[src/rtl/pcm_fmt_pkg.sv]
package pcm_fmt_pkg;
  typedef enum logic [1:0] {
    ALIGN_RIGHT  = 2'd0,
    ALIGN_CENTER = 2'd1,
    ALIGN_LEFT   = 2'd2,
    ALIGN_RSVD   = 2'd3
  } align_e;

  typedef enum logic [1:0] {
    ROUTE_STRAIGHT = 2'd0,
    ROUTE_CROSS    = 2'd1,
    ROUTE_DUP_L    = 2'd2,
    ROUTE_DUP_R    = 2'd3
  } route_e;

  typedef enum logic [1:0] {
    FILL_ZERO   = 2'd0,
    FILL_CONST  = 2'd1,
    FILL_REPLAY = 2'd2,
    FILL_RSVD   = 2'd3
  } fill_e;
endpackage

[src/rtl/pcm_lane_format.sv]
module pcm_lane_format
  import pcm_fmt_pkg::*;
#(
  parameter int unsigned W = 24,
  parameter int unsigned N = 16
) (
  input  logic [W-1:0] sample,
  input  logic         narrow,
  input  align_e       align,
  input  logic         invert,
  input  logic         extend,
  output logic [W-1:0] payload
);
  localparam int unsigned PAD   = W - N;
  localparam int unsigned HALF  = PAD / 2;
  localparam int unsigned UPPER = PAD - HALF;

  logic [N-1:0] narrow_s;
  logic         ext_bit;
  logic [W-1:0] wide_s;
  logic [W-1:0] placed;

  always_comb begin
    narrow_s        = sample[N-1:0];
    narrow_s[N-1]   = narrow_s[N-1] ^ invert;
    ext_bit         = extend & narrow_s[N-1];
    wide_s          = sample;
    wide_s[W-1]     = wide_s[W-1] ^ invert;
    case (align)
      ALIGN_CENTER: placed = {{UPPER{ext_bit}}, narrow_s, {HALF{1'b0}}};
      ALIGN_LEFT:   placed = {narrow_s, {PAD{1'b0}}};
      default:      placed = {{PAD{ext_bit}}, narrow_s};
    endcase
    payload = narrow ? placed : wide_s;
  end
endmodule

[src/rtl/pcm_mute_table.sv]
module pcm_mute_table #(
  parameter int unsigned W = 24
) (
  input  logic [2:0]   code,
  output logic [W-1:0] value
);
  always_comb begin
    value = '0;
    case (code)
      3'd1: value[W-1] = 1'b1;
      3'd2: value[W-5] = 1'b1;
      3'd3: value[W-9] = 1'b1;
      3'd4: value[0]   = 1'b1;
      3'd5: value[4]   = 1'b1;
      3'd6: value[8]   = 1'b1;
      default: value = '0;
    endcase
  end
endmodule

[src/rtl/pcm_frame_route.sv]
module pcm_frame_route
  import pcm_fmt_pkg::*;
#(
  parameter int unsigned W = 24
) (
  input  logic [W-1:0] live_l,
  input  logic [W-1:0] live_r,
  input  logic [W-1:0] last_l,
  input  logic [W-1:0] last_r,
  input  logic [W-1:0] mute_val,
  input  route_e       route,
  input  fill_e        fill,
  input  logic         have_pair,
  input  logic         mute_l,
  input  logic         mute_r,
  output logic [W-1:0] routed_l,
  output logic [W-1:0] routed_r,
  output logic [W-1:0] final_l,
  output logic [W-1:0] final_r
);
  logic [W-1:0] fill_l, fill_r, pre_l, pre_r;

  always_comb begin
    case (route)
      ROUTE_CROSS: begin routed_l = live_r; routed_r = live_l; end
      ROUTE_DUP_L: begin routed_l = live_l; routed_r = live_l; end
      ROUTE_DUP_R: begin routed_l = live_r; routed_r = live_r; end
      default:     begin routed_l = live_l; routed_r = live_r; end
    endcase
  end

  always_comb begin
    case (fill)
      FILL_CONST:  begin fill_l = mute_val; fill_r = mute_val; end
      FILL_REPLAY: begin fill_l = last_l;   fill_r = last_r;   end
      default:     begin fill_l = '0;       fill_r = '0;       end
    endcase
    pre_l   = have_pair ? routed_l : fill_l;
    pre_r   = have_pair ? routed_r : fill_r;
    final_l = mute_l ? mute_val : pre_l;
    final_r = mute_r ? mute_val : pre_r;
  end
endmodule

[src/rtl/pcm_payload_formatter.sv]
module pcm_payload_formatter
  import pcm_fmt_pkg::*;
#(
  parameter int unsigned PAYLOAD_W = 24,
  parameter int unsigned NARROW_W  = 16,
  parameter int unsigned RST_STAGES = 2
) (
  input  logic                 clk,
  input  logic                 rst_n,
  input  logic                 frame_tick,
  input  logic                 smp_valid,
  output logic                 smp_ready,
  input  logic [PAYLOAD_W-1:0] smp_left,
  input  logic [PAYLOAD_W-1:0] smp_right,
  input  logic                 cfg_narrow,
  input  logic [1:0]           cfg_align,
  input  logic                 cfg_msb_invert,
  input  logic                 cfg_msb_extend,
  input  logic [1:0]           cfg_swap,
  input  logic                 cfg_hold,
  input  logic                 cfg_mute_l,
  input  logic                 cfg_mute_r,
  input  logic [2:0]           cfg_mute_code,
  input  logic [1:0]           cfg_fill,
  output logic                 out_strobe,
  output logic [PAYLOAD_W-1:0] out_left,
  output logic [PAYLOAD_W-1:0] out_right,
  output logic                 underrun
);
  localparam int unsigned LANES = 2;

  // reset release synchronizer
  logic [RST_STAGES-1:0] rst_pipe_q;
  logic                  run;

  always_ff @(posedge clk or negedge rst_n) begin
    if (!rst_n) rst_pipe_q <= '0;
    else        rst_pipe_q <= {rst_pipe_q[RST_STAGES-2:0], 1'b1};
  end
  assign run = rst_pipe_q[RST_STAGES-1];

  // per-lane formatting
  logic [PAYLOAD_W-1:0] lane_in  [LANES];
  logic [PAYLOAD_W-1:0] lane_out [LANES];

  assign lane_in[0] = smp_left;
  assign lane_in[1] = smp_right;

  for (genvar g = 0; g < LANES; g++) begin : g_lane
    pcm_lane_format #(.W(PAYLOAD_W), .N(NARROW_W)) u_fmt (
      .sample  (lane_in[g]),
      .narrow  (cfg_narrow),
      .align   (align_e'(cfg_align)),
      .invert  (cfg_msb_invert),
      .extend  (cfg_msb_extend),
      .payload (lane_out[g])
    );
  end

  logic [PAYLOAD_W-1:0] mute_val;
  pcm_mute_table #(.W(PAYLOAD_W)) u_mute (
    .code  (cfg_mute_code),
    .value (mute_val)
  );

  // state
  logic                 strobe_q, strobe_d;
  logic                 under_q, under_d;
  logic [PAYLOAD_W-1:0] out_l_q, out_r_q;
  logic [PAYLOAD_W-1:0] last_l_q, last_r_q;
  logic [PAYLOAD_W-1:0] routed_l, routed_r, final_l, final_r;
  logic                 fire, pop;

  pcm_frame_route #(.W(PAYLOAD_W)) u_route (
    .live_l    (lane_out[0]),
    .live_r    (lane_out[1]),
    .last_l    (last_l_q),
    .last_r    (last_r_q),
    .mute_val  (mute_val),
    .route     (route_e'(cfg_swap)),
    .fill      (fill_e'(cfg_fill)),
    .have_pair (smp_valid),
    .mute_l    (cfg_mute_l),
    .mute_r    (cfg_mute_r),
    .routed_l  (routed_l),
    .routed_r  (routed_r),
    .final_l   (final_l),
    .final_r   (final_r)
  );

  always_comb begin
    fire     = frame_tick & ~cfg_hold & run;
    pop      = fire & smp_valid;
    strobe_d = fire;
    under_d  = fire & ~smp_valid;
  end

  always_ff @(posedge clk or negedge rst_n) begin
    if (!rst_n) begin
      strobe_q <= 1'b0;
      under_q  <= 1'b0;
    end else begin
      strobe_q <= strobe_d;
      under_q  <= under_d;
    end
  end

  always_ff @(posedge clk or negedge rst_n) begin
    if (!rst_n) begin
      out_l_q <= '0;
      out_r_q <= '0;
    end else if (fire) begin
      out_l_q <= final_l;
      out_r_q <= final_r;
    end
  end

  always_ff @(posedge clk or negedge rst_n) begin
    if (!rst_n) begin
      last_l_q <= '0;
      last_r_q <= '0;
    end else if (pop) begin
      last_l_q <= routed_l;
      last_r_q <= routed_r;
    end
  end

  assign smp_ready  = fire;
  assign out_strobe = strobe_q;
  assign underrun   = under_q;
  assign out_left   = out_l_q;
  assign out_right  = out_r_q;
endmodule

[config.mk]
export PLATFORM = sky130hd
export DESIGN_NAME = pcm_payload_formatter
export DESIGN_NICKNAME = d
export VERILOG_FILES = /design/src/rtl/pcm_fmt_pkg.sv /design/src/rtl/pcm_lane_format.sv /design/src/rtl/pcm_mute_table.sv /design/src/rtl/pcm_frame_route.sv /design/src/rtl/pcm_payload_formatter.sv
export SDC_FILE = /design/constraint.sdc
export NUM_CORES = 1
export LEC_CHECK = 0
export ABC_AREA = 0
export CORE_AREA = 2 2 110 112
export DETAILED_ROUTE_END_ITERATION = 6
export DIE_AREA = 0 0 112 114
export HOLD_SLACK_MARGIN = 0.05
export MAX_ROUTING_LAYER = met4
export PLACE_DENSITY = 0.87
export SLEW_MARGIN = 40
export SYNTH_ARGS = -nofsm -noshare
export SYNTH_HDL_FRONTEND = slang
export SYNTH_SLANG_ARGS = --single-unit
[constraint.sdc]
create_clock -name clk -period 1.95 [get_ports clk]
set_input_delay 0.39 -clock clk [delete_from_list [all_inputs] [get_ports clk]]
set_output_delay 0.39 -clock clk [all_outputs]
set_load 0.05 [all_outputs]
# == After elaboration in Yosys (flattened, before gate mapping) ==
# Cells that the tools add are included.
# word_totals
out_inout_bits,51
wordCells,52
reg_bits,100
latchBits,0
mem_count,0
ramBits,0
mem_bits_ro,0
# classes
bitwise,12
n_div,0
n_eq_ne,13
muxes,18
n_shift,0
n_addsub,0
n_reduce_logical,2
multipliers,0
magnitude_cmp,0
# ops
operator,count
$mux W24,8
$pmux W24 S2,4
$eq A3 B3 Y1 const B,3
$eq A2 B2 Y1 const B,4
$and A1 B1 Y1,6
$eq A2 B1 Y1 const B,3
$eq A3 B2 Y1 const B,2
$mux W1,6
$reduce_or A2 Y1,2
$xor A1 B1 Y1,4
$eq A3 B1 Y1 const B,1
$not A1 Y1,2

# == Longest topological paths before layout ==
# depth
word_depth,7
ltp_mapped,10
depth_no_buf,7

# == By module ==
# Synthesis repeated with hierarchy kept, for this count alone.
# hier_totals
hier_cells,669
hier_area_um2,7330.8
# modules_own_cells
mod,seq_area_each_um2,instances,area_per_inst_um2,cells_each
pcm_payload_formatter,2502.4,1,3751.1,211
pcm_frame_route,0.0,1,2327.2,261
pcm_lane_format,0.0,2,530.5,86
pcm_mute_table,0.0,1,191.4,25

# == Least setup slack after synthesis ==
# Ideal clock, no wire load.
# synth_timing
kind,input-to-reg
from,input port cfg_align[0]
to,register out_l_q[13] (netlist: out_left[13])
path_buffers,2
stages,8
t_arrival_ns,1.864
slack_ns,-0.041
required_time_ns,1.823
setup_ns,0.127
path_cell_list,inv_1 ha_1 buf_6 buf_6 a22o_1 mux4_2 a222oi_1 inv_1
# synth_via
elab_chain_len,6
# synth_lines
element,line_no,source
from (decl),pcm_payload_formatter.sv:16,"input logic [1:0] cfg_align,"
$eq A2 B2 Y1 or $eq A2 B1 Y1 (tied branches),pcm_lane_format.sv:29,case (align)
$pmux W24 S2,pcm_lane_format.sv:29,
$mux W24,pcm_lane_format.sv:34,payload = narrow ? placed : wide_s;
$mux W24 (*),pcm_frame_route.sv:24,case (route)
$mux W24 (*),pcm_frame_route.sv:38,pre_l = have_pair ? routed_l : fill_l;
$mux W24 (*),pcm_frame_route.sv:40,final_l = mute_l ? mute_val : pre_l;
to (signal assigned),pcm_payload_formatter.sv:113,out_l_q <= final_l;
to (decl),pcm_payload_formatter.sv:69,"logic [PAYLOAD_W-1:0] out_l_q, out_r_q;"
# Mark *: on every way between the ends. The rest lies on a longest branch, timed or not.
# A chain may end at the register's enable or synchronous reset.

# == Worst setup path in the final report ==
# layout_timing
from,input port smp_right[3]
to,register out_l_q[11] (netlist: out_left[11])
# layout_via
elab_chain_len,5
# layout_lines
element,line_no,source
from (decl),pcm_payload_formatter.sv:14,"input logic [PAYLOAD_W-1:0] smp_right,"
$pmux W24 S2,pcm_lane_format.sv:29,
$mux W24,pcm_lane_format.sv:34,
$mux W24,pcm_frame_route.sv:24,
$mux W24,pcm_frame_route.sv:38,
$mux W24,pcm_frame_route.sv:40,
# No other way between the ends.

==> metrics <==
Clk Latency, worst-skew pair=around 360 ps; PD cells=805.4 nW/µm²; via count=about 6300; Sw Pwr=around 2.4 mW; setup_tns=0 ps; share of cells above drive strength 1=around a quarter; Max Cap Viol=0; number of global-route vias before repair=a little over 6000; top cells by area, synth=dfrtp_1, nand2_1, o21ai_0, mux2i_1, a22oi_1; Yosys top cell by area=dfrtp_1; Top-Level Pins=around 120; Met3 Wirelength=1654 µm; number of I/O port buffers=~120; Num CTS Buffers=9; Int Pwr=around 4.4 mW; first-pass GRT wire length=~33000 µm; DR top layer=met4; clock network fraction of total power=28.2%; Setup Skew=between 4 and 5 ps; synth warn=0; Worst-Margin Slew=~530 ps; Avg WL per Cell=20.32 µm; final hold violations=0; Die H=between 100 and 150 µm; Distinct cells, synth=48; Core Region=between 10000 and 15000 µm²; most frequent cell after synthesis=nand2_1; Die ar.=about 13000 µm²; leakage dissipation=slightly below 4 nW; wire length on met1=8621 µm; Logic pwr share=32.9%; Worst-path clk slew=roughly 70 ps; status=finished clean; Setup CP Type=primary input to flip-flop; dpl cells=about 1000; 1st-iter DRT viols=758; ys async rst share=100.0%; met2 WL=9789 µm; DRT Pass-1 Iters=5; starting density of the core=approximately half; Final HPWL DP=approximately 16000 µm; CTS tree=done; Avg Cell Area, Syn=about 8.9 µm²; total track usage=between 30% and 40%; Flop pwr share=between 30% and 40%; # fillers=~880; DRC Markers=0; Setup crit end kind=flip-flop; top_reg_cell synth=dfrtp_1; largest net degree at the start of global routing=37; ANT cells=0; Root Buffer=clkbuf_16; antenna violations before repair=0; post-synthesis register bit count=100; Max clock buf depth=2; Hold Path Class=flip-flop to flip-flop; Max rail drop VDD=around 0.0007 V; post-synth net total=approximately 740; Final setup viols=0; Remaining Overflow, GRT=0; Req. time, crit path=between 2000 and 2500 ps; CP max FO=4; vias per inst=between 6 and 7; Final ANT Viol Nets=0; Post-Route WL=about 21000 µm; FMAX=around 500 MHz; Post-synth EDFFs=0; Sw Ratio=35.36%; GPL Wtd Cong=between 0.9 and 1; sequential element share of the synthesized area=about 42%; fin. max-slew vios=0; most instantiated cells after synthesis=nand2_1, dfrtp_1, o21ai_0, a21oi_1, nor2_1; Worst EP arrival=2180 ps; Synth-to-Final Area Change=41.90%; Layout Nets=around 950; # rows=40; final worst-path cycle share=99.69%; post-synth design cell area=between 5000 and 6000 µm²; post-route insts no fill=about 1000; Horiz. Die Dim=roughly 110 µm; Slew Limit Headroom=64.86%; Tmin final=between 1500 and 2000 ps; Yosys top cell area share=around 42%; startpoint types=primary input; cells after synthesis=about 670; clock sink count=100; CTS HTree Levels=3
state kept, by name, summed over array words and instances (netlist names):
register,flops
last_l_q,24
out_right,24
last_r_q,24
rst_pipe_q,2
underrun,1
out_left,24
out_strobe,1
layout make-up:
class	instances	area (µm²)	area share, %
clock inverters	7	87.58	1.041
multi-input cells	498	3158	37.55
inverters	18	67.56	0.8033
repair buffers	245	2186	25.99
well taps	147	183.9	2.187
clock buffers	9	225.2	2.678
flip-flops and latches	100	2502	29.75
power by group through the flow:
| stage | logic (mW) | registers, mW | clock network (mW) |
|---|---|---|---|
| finish | 2.23 | 2.64 | 1.91 |
| global route | 2.37 | 2.67 | 2.01 |
| CTS | 2.20 | 2.63 | 1.91 |
| detailed placement | 2.17 | 2.67 | 0 |
| global placement | 2.11 | 2.65 | 0 |
| floorplan | 0.807 | 3.06 | 0 |
logic make-up (layout without fill, tap and decap cells):
kind of cell	after synthesis	in the layout	synth area share, %
xor gates and xnor gates	5	5	0.7388
and+or+nand+nor	215	215	16.15
DFF	100	100	42.22
other	1	1	0.06327
muxes	42	42	8.993
buffers and inverters	71	279	5.489
AOI/OAI and AO/OA	229	229	25.08
adders and majority gates	6	6	1.267
placed cells by master (no fill, tap or decap), types with 7 or more instances in the layout:
cell type | synthesis | routed
clkbuf_16 | 0 | 9
dfrtp_1 | 100 | 100
o22ai_1 | 22 | 22
nor3_1 | 7 | 7
nand2_1 | 116 | 115
and2_1 | 7 | 7
nand3_1 | 23 | 23
inv_1 | 18 | 17
nand2b_1 | 10 | 9
mux4_2 | 8 | 8
nor2b_1 | 12 | 11
mux2_2 | 10 | 10
buf_12 | 0 | 12
o21ai_0 | 75 | 72
clkdlybuf4s50_1 | 0 | 69
nor2_1 | 30 | 30
a31oi_1 | 8 | 8
buf_4 | 4 | 154
a22oi_1 | 27 | 27
mux2i_1 | 24 | 24
a22o_1 | 22 | 22
a21oi_1 | 34 | 34
timing repair:
item / in CTS / in global routing
hold buffers: 1 / 0
gates cloned: 0 / 0
setup endpoints to repair: 71 / 34
hold endpoints to repair: 32 / 0
buffers inserted: 6 / 6
pin swaps: 5 / 6
resized for setup: 8 / 16
worst max-delay path: stages:
cell and delay [ps]:
clkdlybuf4s50_1 600, a22o_1 300, mux4_2 490, a222oi_1 320, inv_1 70
metrics by stage:
stage / setup WS (ps) / util [%] / hold slack (ps) / power [mW] / instance area [µm²]
6_report: 6.013 / 71.82 / 385.8 / 6.774 / 8411
5_1_grt: -69.45 / 71.82 / 384.5 / 7.057 / 8411
4_1_cts: 11.08 / 71.40 / 385.0 / 6.743 / 8362
3_5_place_dp: -607.5 / 68.00 / 358.8 / 4.835 / 7964
3_3_place_gp: -529.3 / 68.00 / 338.7 / 4.762 / 7964
2_1_floorplan: 2.049 / - / 94.41 / 3.867 / 5942
worst paths after layout:
path	startpoint	to	slack, ps	cells past startpoint
setup / recovery	smp_right[3]	out_left[11]$_DFFE_PN0P_	6	5
hold / removal	rst_pipe_q[0]$_DFF_PN0_	rst_pipe_q[1]$_DFF_PN0_	390	0
setup reg to reg	rst_pipe_q[1]$_DFF_PN0_	out_left[11]$_DFFE_PN0P_	450	6
hold reg to reg	rst_pipe_q[0]$_DFF_PN0_	rst_pipe_q[1]$_DFF_PN0_	390	0
max in group asynchronous	rst_n	last_l_q[10]$_DFFE_PN0P_	860	3
min in group asynchronous	rst_n	out_right[11]$_DFFE_PN0P_	520	2
layer usage:
layer	global-route usage [%]	vias up
met5	-	-
li1	-	2839
met3	5.739	54
met4	13.50	0
met2	52.97	347
met1	43.58	3066
No activity file was read; power rests on OpenSTA's default activity.
